**src/rtl/stm_pkg.sv**
```systemverilog
package stm_pkg;

    // Watchdog sequencing states
    typedef enum logic [1:0] {
        WD_OFF     = 2'd0,
        WD_ARMED   = 2'd1,
        WD_TRIPPED = 2'd2
    } wd_state_e;

    // Register offsets derived from the number of compare channels
    function automatic int unsigned off_count(input int unsigned nch);
        return nch;
    endfunction

    function automatic int unsigned off_status(input int unsigned nch);
        return nch + 1;
    endfunction

    function automatic int unsigned off_wden(input int unsigned nch);
        return nch + 2;
    endfunction

    function automatic int unsigned off_ien(input int unsigned nch);
        return nch + 3;
    endfunction

endpackage

```
**src/rtl/stm_counter.sv**
```systemverilog
module stm_counter #(
    parameter int DATA_W = 32
) (
    input  logic              clk_i,
    input  logic              rst_ni,
    input  logic              tick_i,
    input  logic              load_i,
    input  logic [DATA_W-1:0] load_val_i,
    output logic [DATA_W-1:0] count_o,
    output logic              step_o,
    output logic [DATA_W-1:0] next_o
);

    localparam logic [DATA_W-1:0] ONE = {{(DATA_W-1){1'b0}}, 1'b1};

    logic [DATA_W-1:0] cnt_q;

    // A bus load suppresses the tick step in the same cycle
    assign step_o  = tick_i & ~load_i;
    assign next_o  = cnt_q + ONE;
    assign count_o = cnt_q;

    always_ff @(posedge clk_i) begin
        if (!rst_ni) begin
            cnt_q <= '0;
        end else if (load_i) begin
            cnt_q <= load_val_i;
        end else if (tick_i) begin
            cnt_q <= next_o;
        end
    end

    AST_CNT_LOAD_WINS: assert property (@(posedge clk_i) disable iff (!rst_ni)
        load_i |=> count_o == $past(load_val_i));
    AST_CNT_STEP: assert property (@(posedge clk_i) disable iff (!rst_ni)
        (tick_i && !load_i) |=> count_o == $past(count_o) + ONE);
    AST_CNT_HOLD: assert property (@(posedge clk_i) disable iff (!rst_ni)
        (!tick_i && !load_i) |=> $stable(count_o));

endmodule

```
**src/rtl/stm_match_bank.sv**
```systemverilog
module stm_match_bank #(
    parameter int DATA_W = 32,
    parameter int NUM_CH = 4
) (
    input  logic                           clk_i,
    input  logic                           rst_ni,
    input  logic                           step_i,
    input  logic [DATA_W-1:0]              next_i,
    input  logic [NUM_CH-1:0]              wr_match_i,
    input  logic                           wr_status_i,
    input  logic                           wr_ien_i,
    input  logic [DATA_W-1:0]              wdata_i,
    output logic [NUM_CH-1:0][DATA_W-1:0]  match_o,
    output logic [NUM_CH-1:0]              status_o,
    output logic [NUM_CH-1:0]              ien_o,
    output logic [NUM_CH-1:0]              hit_o,
    output logic [NUM_CH-1:0]              irq_o
);

    logic [NUM_CH-1:0][DATA_W-1:0] match_q;
    logic [NUM_CH-1:0]             status_q;
    logic [NUM_CH-1:0]             ien_q;
    logic [NUM_CH-1:0]             clr_mask;

    for (genvar g = 0; g < NUM_CH; g++) begin : g_ch
        always_ff @(posedge clk_i) begin
            if (!rst_ni) begin
                match_q[g] <= '0;
            end else if (wr_match_i[g]) begin
                match_q[g] <= wdata_i;
            end
        end

        // Compare against the value the counter is stepping onto
        assign hit_o[g] = step_i && (next_i == match_q[g]);

        AST_MATCH_SETS: assert property (@(posedge clk_i) disable iff (!rst_ni)
            hit_o[g] |=> status_o[g]);
        AST_STAT_KEEP: assert property (@(posedge clk_i) disable iff (!rst_ni)
            (status_o[g] && !(wr_status_i && wdata_i[g])) |=> status_o[g]);
        AST_STAT_CLEAR: assert property (@(posedge clk_i) disable iff (!rst_ni)
            (wr_status_i && wdata_i[g] && !hit_o[g]) |=> !status_o[g]);
    end

    assign clr_mask = wr_status_i ? wdata_i[NUM_CH-1:0] : '0;

    always_ff @(posedge clk_i) begin
        if (!rst_ni) begin
            status_q <= '0;
            ien_q    <= '0;
        end else begin
            status_q <= (status_q & ~clr_mask) | hit_o;
            if (wr_ien_i) begin
                ien_q <= wdata_i[NUM_CH-1:0];
            end
        end
    end

    assign match_o  = match_q;
    assign status_o = status_q;
    assign ien_o    = ien_q;
    assign irq_o    = status_q & ien_q;

endmodule

```
**src/rtl/stm_wdog.sv**
```systemverilog
module stm_wdog
    import stm_pkg::*;
(
    input  logic clk_i,
    input  logic rst_ni,
    input  logic arm_i,
    input  logic trig_i,
    output logic armed_o,
    output logic reset_req_o
);

    wd_state_e st_q, st_d;

    // State register
    always_ff @(posedge clk_i) begin
        if (!rst_ni) begin
            st_q <= WD_OFF;
        end else begin
            st_q <= st_d;
        end
    end

    // Transitions: ARM, TRIP, HOLD
    always_comb begin
        st_d = st_q;
        unique case (st_q)
            WD_OFF:     if (arm_i)  st_d = WD_ARMED;
            WD_ARMED:   if (trig_i) st_d = WD_TRIPPED;
            WD_TRIPPED: st_d = WD_TRIPPED;
            default:    st_d = WD_OFF;
        endcase
    end

    // Outputs
    always_comb begin
        armed_o     = (st_q != WD_OFF);
        reset_req_o = (st_q == WD_TRIPPED);
    end

    AST_WD_NO_DISARM: assert property (@(posedge clk_i) disable iff (!rst_ni)
        armed_o |=> armed_o);
    AST_WD_REQ_STICKY: assert property (@(posedge clk_i) disable iff (!rst_ni)
        reset_req_o |=> reset_req_o);
    AST_WD_REQ_CAUSE: assert property (@(posedge clk_i) disable iff (!rst_ni)
        $rose(reset_req_o) |-> ($past(armed_o) && $past(trig_i)));

endmodule

```
**src/rtl/stm_regif.sv**
```systemverilog
module stm_regif
    import stm_pkg::*;
#(
    parameter int DATA_W = 32,
    parameter int NUM_CH = 4,
    parameter int ADDR_W = 4
) (
    input  logic                           clk_i,
    input  logic                           rst_ni,
    input  logic                           bus_en_i,
    input  logic                           bus_we_i,
    input  logic [ADDR_W-1:0]              bus_addr_i,
    input  logic [NUM_CH-1:0][DATA_W-1:0]  match_i,
    input  logic [DATA_W-1:0]              count_i,
    input  logic [NUM_CH-1:0]              status_i,
    input  logic [NUM_CH-1:0]              ien_i,
    input  logic                           armed_i,
    output logic [NUM_CH-1:0]              wr_match_o,
    output logic                           wr_count_o,
    output logic                           wr_status_o,
    output logic                           wr_wden_o,
    output logic                           wr_ien_o,
    output logic [DATA_W-1:0]              rdata_o
);

    localparam logic [ADDR_W-1:0] OFF_CNT  = ADDR_W'(off_count(NUM_CH));
    localparam logic [ADDR_W-1:0] OFF_STAT = ADDR_W'(off_status(NUM_CH));
    localparam logic [ADDR_W-1:0] OFF_WDEN = ADDR_W'(off_wden(NUM_CH));
    localparam logic [ADDR_W-1:0] OFF_IEN  = ADDR_W'(off_ien(NUM_CH));

    logic              wr_any;
    logic              rd_any;
    logic [DATA_W-1:0] rd_val;
    logic [DATA_W-1:0] rdata_q;

    assign wr_any = bus_en_i &  bus_we_i;
    assign rd_any = bus_en_i & ~bus_we_i;

    for (genvar g = 0; g < NUM_CH; g++) begin : g_wsel
        assign wr_match_o[g] = wr_any && (bus_addr_i == ADDR_W'(g));
    end

    assign wr_count_o  = wr_any && (bus_addr_i == OFF_CNT);
    assign wr_status_o = wr_any && (bus_addr_i == OFF_STAT);
    assign wr_wden_o   = wr_any && (bus_addr_i == OFF_WDEN);
    assign wr_ien_o    = wr_any && (bus_addr_i == OFF_IEN);

    always_comb begin
        rd_val = '0;
        for (int i = 0; i < NUM_CH; i++) begin
            if (bus_addr_i == ADDR_W'(i)) rd_val = match_i[i];
        end
        if (bus_addr_i == OFF_CNT)  rd_val = count_i;
        if (bus_addr_i == OFF_STAT) rd_val = DATA_W'(status_i);
        if (bus_addr_i == OFF_WDEN) rd_val = DATA_W'(armed_i);
        if (bus_addr_i == OFF_IEN)  rd_val = DATA_W'(ien_i);
    end

    always_ff @(posedge clk_i) begin
        if (!rst_ni) begin
            rdata_q <= '0;
        end else if (rd_any) begin
            rdata_q <= rd_val;
        end
    end

    assign rdata_o = rdata_q;

    AST_RD_UNMAPPED: assert property (@(posedge clk_i) disable iff (!rst_ni)
        (rd_any && (bus_addr_i > OFF_IEN)) |=> rdata_o == '0);
    AST_RD_HOLD: assert property (@(posedge clk_i) disable iff (!rst_ni)
        !rd_any |=> $stable(rdata_o));

endmodule

```
**src/rtl/os_match_timer.sv**
```systemverilog
module os_match_timer #(
    parameter int DATA_W = 32,
    parameter int NUM_CH = 4,
    parameter int ADDR_W = 4
) (
    input  logic              clk_i,
    input  logic              rst_ni,
    input  logic              tick_i,
    input  logic              bus_en_i,
    input  logic              bus_we_i,
    input  logic [ADDR_W-1:0] bus_addr_i,
    input  logic [DATA_W-1:0] bus_wdata_i,
    output logic [DATA_W-1:0] bus_rdata_o,
    output logic [NUM_CH-1:0] irq_o,
    output logic              reset_req_o
);

    localparam int WD_CH = NUM_CH - 1;

    logic [NUM_CH-1:0][DATA_W-1:0] match_w;
    logic [DATA_W-1:0]             count_w;
    logic [DATA_W-1:0]             next_w;
    logic                          step_w;
    logic [NUM_CH-1:0]             status_w;
    logic [NUM_CH-1:0]             ien_w;
    logic [NUM_CH-1:0]             hit_w;
    logic [NUM_CH-1:0]             wr_match_w;
    logic                          wr_count_w;
    logic                          wr_status_w;
    logic                          wr_wden_w;
    logic                          wr_ien_w;
    logic                          armed_w;

    stm_regif #(
        .DATA_W (DATA_W),
        .NUM_CH (NUM_CH),
        .ADDR_W (ADDR_W)
    ) u_regif (
        .clk_i       (clk_i),
        .rst_ni      (rst_ni),
        .bus_en_i    (bus_en_i),
        .bus_we_i    (bus_we_i),
        .bus_addr_i  (bus_addr_i),
        .match_i     (match_w),
        .count_i     (count_w),
        .status_i    (status_w),
        .ien_i       (ien_w),
        .armed_i     (armed_w),
        .wr_match_o  (wr_match_w),
        .wr_count_o  (wr_count_w),
        .wr_status_o (wr_status_w),
        .wr_wden_o   (wr_wden_w),
        .wr_ien_o    (wr_ien_w),
        .rdata_o     (bus_rdata_o)
    );

    stm_counter #(
        .DATA_W (DATA_W)
    ) u_counter (
        .clk_i      (clk_i),
        .rst_ni     (rst_ni),
        .tick_i     (tick_i),
        .load_i     (wr_count_w),
        .load_val_i (bus_wdata_i),
        .count_o    (count_w),
        .step_o     (step_w),
        .next_o     (next_w)
    );

    stm_match_bank #(
        .DATA_W (DATA_W),
        .NUM_CH (NUM_CH)
    ) u_bank (
        .clk_i       (clk_i),
        .rst_ni      (rst_ni),
        .step_i      (step_w),
        .next_i      (next_w),
        .wr_match_i  (wr_match_w),
        .wr_status_i (wr_status_w),
        .wr_ien_i    (wr_ien_w),
        .wdata_i     (bus_wdata_i),
        .match_o     (match_w),
        .status_o    (status_w),
        .ien_o       (ien_w),
        .hit_o       (hit_w),
        .irq_o       (irq_o)
    );

    stm_wdog u_wdog (
        .clk_i       (clk_i),
        .rst_ni      (rst_ni),
        .arm_i       (wr_wden_w && bus_wdata_i[0]),
        .trig_i      (hit_w[WD_CH]),
        .armed_o     (armed_w),
        .reset_req_o (reset_req_o)
    );

    AST_REQ_WITH_STATUS: assert property (@(posedge clk_i) disable iff (!rst_ni)
        $rose(reset_req_o) |-> status_w[WD_CH]);
    AST_IRQ_NEEDS_ENABLE: assert property (@(posedge clk_i) disable iff (!rst_ni)
        (wr_ien_w && (bus_wdata_i[NUM_CH-1:0] == '0)) |=> (irq_o == '0));

endmodule

```
**config.mk**
```make
export PLATFORM = sky130hd
export DESIGN_NAME = os_match_timer
export DESIGN_NICKNAME = d
export VERILOG_FILES = /design/src/rtl/stm_pkg.sv /design/src/rtl/stm_counter.sv /design/src/rtl/stm_match_bank.sv /design/src/rtl/stm_wdog.sv /design/src/rtl/stm_regif.sv /design/src/rtl/os_match_timer.sv
export SDC_FILE = /design/constraint.sdc
export NUM_CORES = 1
export LEC_CHECK = 0
export BUFFER_PORTS_ARGS = -buffer_cell sky130_fd_sc_hd__buf_2
export CELL_PAD_IN_SITES_DETAIL_PLACEMENT = 0
export CELL_PAD_IN_SITES_GLOBAL_PLACEMENT = 1
export CORE_MARGIN = 1
export CORE_UTILIZATION = 47
export CTS_CLUSTER_SIZE = 20
export DETAILED_ROUTE_END_ITERATION = 12
export GPL_TIMING_DRIVEN = 0
export HOLD_SLACK_MARGIN = 0.05
export MAX_ROUTING_LAYER = met4
export PLACE_DENSITY = 0.87
export SYNTH_ARGS = -nofsm -noshare
export SYNTH_HDL_FRONTEND = slang
export SYNTH_HIERARCHICAL = 1
export SYNTH_SLANG_ARGS = --single-unit
export TNS_END_PERCENT = 5
```
**constraint.sdc**
```tcl
create_clock -name clk_i -period 6.81 [get_ports clk_i]
set_input_delay 1.0215 -clock clk_i [delete_from_list [all_inputs] [get_ports clk_i]]
set_output_delay 1.0215 -clock clk_i [all_outputs]
set_load 0.01 [all_outputs]
```
==> run metrics <==
status=complete, no violations; syn_area_per_cell=9.325 um^2; Total Nets Final=1415; initial DRC count=915; path depth of the worst reg2reg path=13; total power=2.777 mW; WHS Path Cells=1; placed insts=1668; Pre-Repair DR Iteration Count=5; Num CTS Buffers=23; FMAX=221.1 MHz; root buf cell=clkbuf_16; drt drc=0; Worst setup startpoint=bus_addr_i[0]; Vias/cell=5.853; Placer Congestion=1.014; CTS tree=done; I/O Buffers=75; Setup TNS=0 ns; pin count of the biggest net entering global routing=15; FF-to-FF setup slack=2.34 ns; Hold WC Path Type=flip-flop to flip-flop; share of layout cells above drive strength 1=16.10%; Clock Path Buffers=3; final wirelength=39530 um; Overall Global Routing Usage=31.34%; Setup Buffers After CTS=0; antenna violations before repair=1; CP Capture Type=flip-flop; Clock Skew=0.02612 ns; Static Leak=4.502 nW; MaxCap Viol Count=0; Crit Path Category=primary input to flip-flop; hold path start=u_regif/rdata_o[24]$_SDFFE_PN0P_; hold_buf cts=0; Cell Count, Final, Fillers Out=1709; area growth from synthesis to layout=13.37%; post-layout util=54.69%; Die Ht=160.7 um; first-pass GRT wire length=59650 um; Core ar.=24530 um^2; CP cell instances=buf_2, nor4b_2, clkbuf_1, nor2b_1, clkbuf_1, clkbuf_1, nor2_1, nand2_1, nor4_2, and3_1, inv_1, a2bb2oi_2, mux2i_1; slowest CP cell=nor4b_2; die area=25820 um^2; Reg clk slew, reported paths=0.07 ns; Skew-Pair Late Insertion Delay=0.52 ns; crit-path leading delay family=buffers and inverters; post-synth net total=1315; I/O pin count=78; Slew Limit Fails=0; Setup-failing EPs final=0; WP data arrival=4.97 ns; Critical Path RT=7.26 ns; unrepaired setup endpoints after global routing=no; Max IR drop VDD=0.1964 mV; H-tree level count=1; WHS=0.4735 ns; GRT Residual Overflow=0; Sink Count=202; Tcrit/Tclk final=66.43%; Slew Limit Headroom=22.84%; # diodes=0; hold endpoint=u_regif/rdata_o[24]$_SDFFE_PN0P_; WL/cell=23.13 um; area of the mapped netlist=11830 um^2; Die X-Extent=160.7 um; crit start category=primary input; Warnings, synthesis=6; Fin. Hold Viols=0; worst path buffer plus inverter count=5; Max stage delay on crit path=0.68 ns; cts repair resizes=0; Initial Util=48.24%; number of global-route vias before repair=9636; Worst-Margin Slew=1.147 ns; dpl hpwl=30310 um; min Tclk post-route=4.524 ns; Cells after Synth=1269; total vias in the final route=10003; Crit Path Max Fanout=10; final antenna-violating net count=0; r2r endpoint=u_wdog/st_q[0]$_SDFFE_PN0P_; worst reg2reg startpoint=u_counter/count_o[0]$_SDFFE_PN0P_; cell mode on critical path=clkbuf_1; num rows=57; P per Cell Area=207.0 nW/um^2
[cells in the final DEF (no fill, tap or decap), types with 29 or more instances in the layout]
master and count:
dfxtp_1 202, mux2i_1 171, nor2b_1 140, xnor2_1 129
buf_2 121, nand2_1 84, clkbuf_1 43, nand4_1 43
o211ai_1 33, o21ai_0 29
[power breakdown]
group	switching, mW	internal [mW]	leakage (nW)	total, mW
clock network	0.510	0.806	0.398	1.32
logic	0.155	0.0958	2.48	0.250
registers	0.0163	1.19	1.63	1.21
total	0.681	2.10	4.50	2.78
[worst max-delay path by stage]
stage                                  end  slack, ns  cells past startpoint
2_1_floorplan  u_wdog/st_q[0]$_SDFFE_PN0P_       3.39                     13
3_3_place_gp   u_wdog/st_q[0]$_SDFFE_PN0P_       1.99                     13
3_5_place_dp   u_wdog/st_q[0]$_SDFFE_PN0P_       1.96                     13
4_1_cts        u_wdog/st_q[0]$_SDFFE_PN0P_       2.42                     13
5_1_grt        u_wdog/st_q[0]$_SDFFE_PN0P_       2.15                     13
6_report       u_wdog/st_q[0]$_SDFFE_PN0P_       2.29                     13
[worst register-to-register path, stage by stage (launching register included)]
cell and delay [ns]:
dfxtp_1 0.58, ha_1 0.31, nand3_1 0.30, nor4_2 0.83, nand4_1 0.32, xnor2_1 0.20, clkbuf_2 0.16, xnor2_1 0.36
nand4_1 0.17, nor4_2 0.42, and3_1 0.26, inv_1 0.06, a2bb2oi_2 0.19, mux2i_1 0.24
[final cells by class]
type                    count  area [um^2]
clock buffers              32        679.4
inverters                  14        52.55
repair buffers             75        375.4
fillers                  2334        11120
well taps                 324        405.4
clock inverters             9        122.6
flip-flops and latches    202         4044
plain buffers             115        659.4
multi-input cells         938         7078
[per-layer routing]
metal | routed length [um] | vias to the layer above | global-route usage [%]
met5 | 0 | - | -
met2 | 17470 | 431 | 48.35
met1 | 17330 | 4806 | 41.50
met4 | 1619 | 0 | 11.52
met3 | 3106 | 104 | 4.571
li1 | - | 4662 | -
[metrics by stage]
step                area [um^2]  worst slack (ns)
global placement          12610             1.989
finish                    13420             2.286
floorplan                 11830             3.389
global route              13420             2.151
detailed placement        12610             1.964
CTS                       13420             2.419
[state kept, by name (all words and copies together) (netlist names)]
name	flops
u_bank/status_o	4
u_wdog/st_q	2
u_bank/ien_o	4
u_regif/rdata_o	32
u_counter/count_o	32
u_bank/match_o	128
Power figures use the tool's default switching activity.
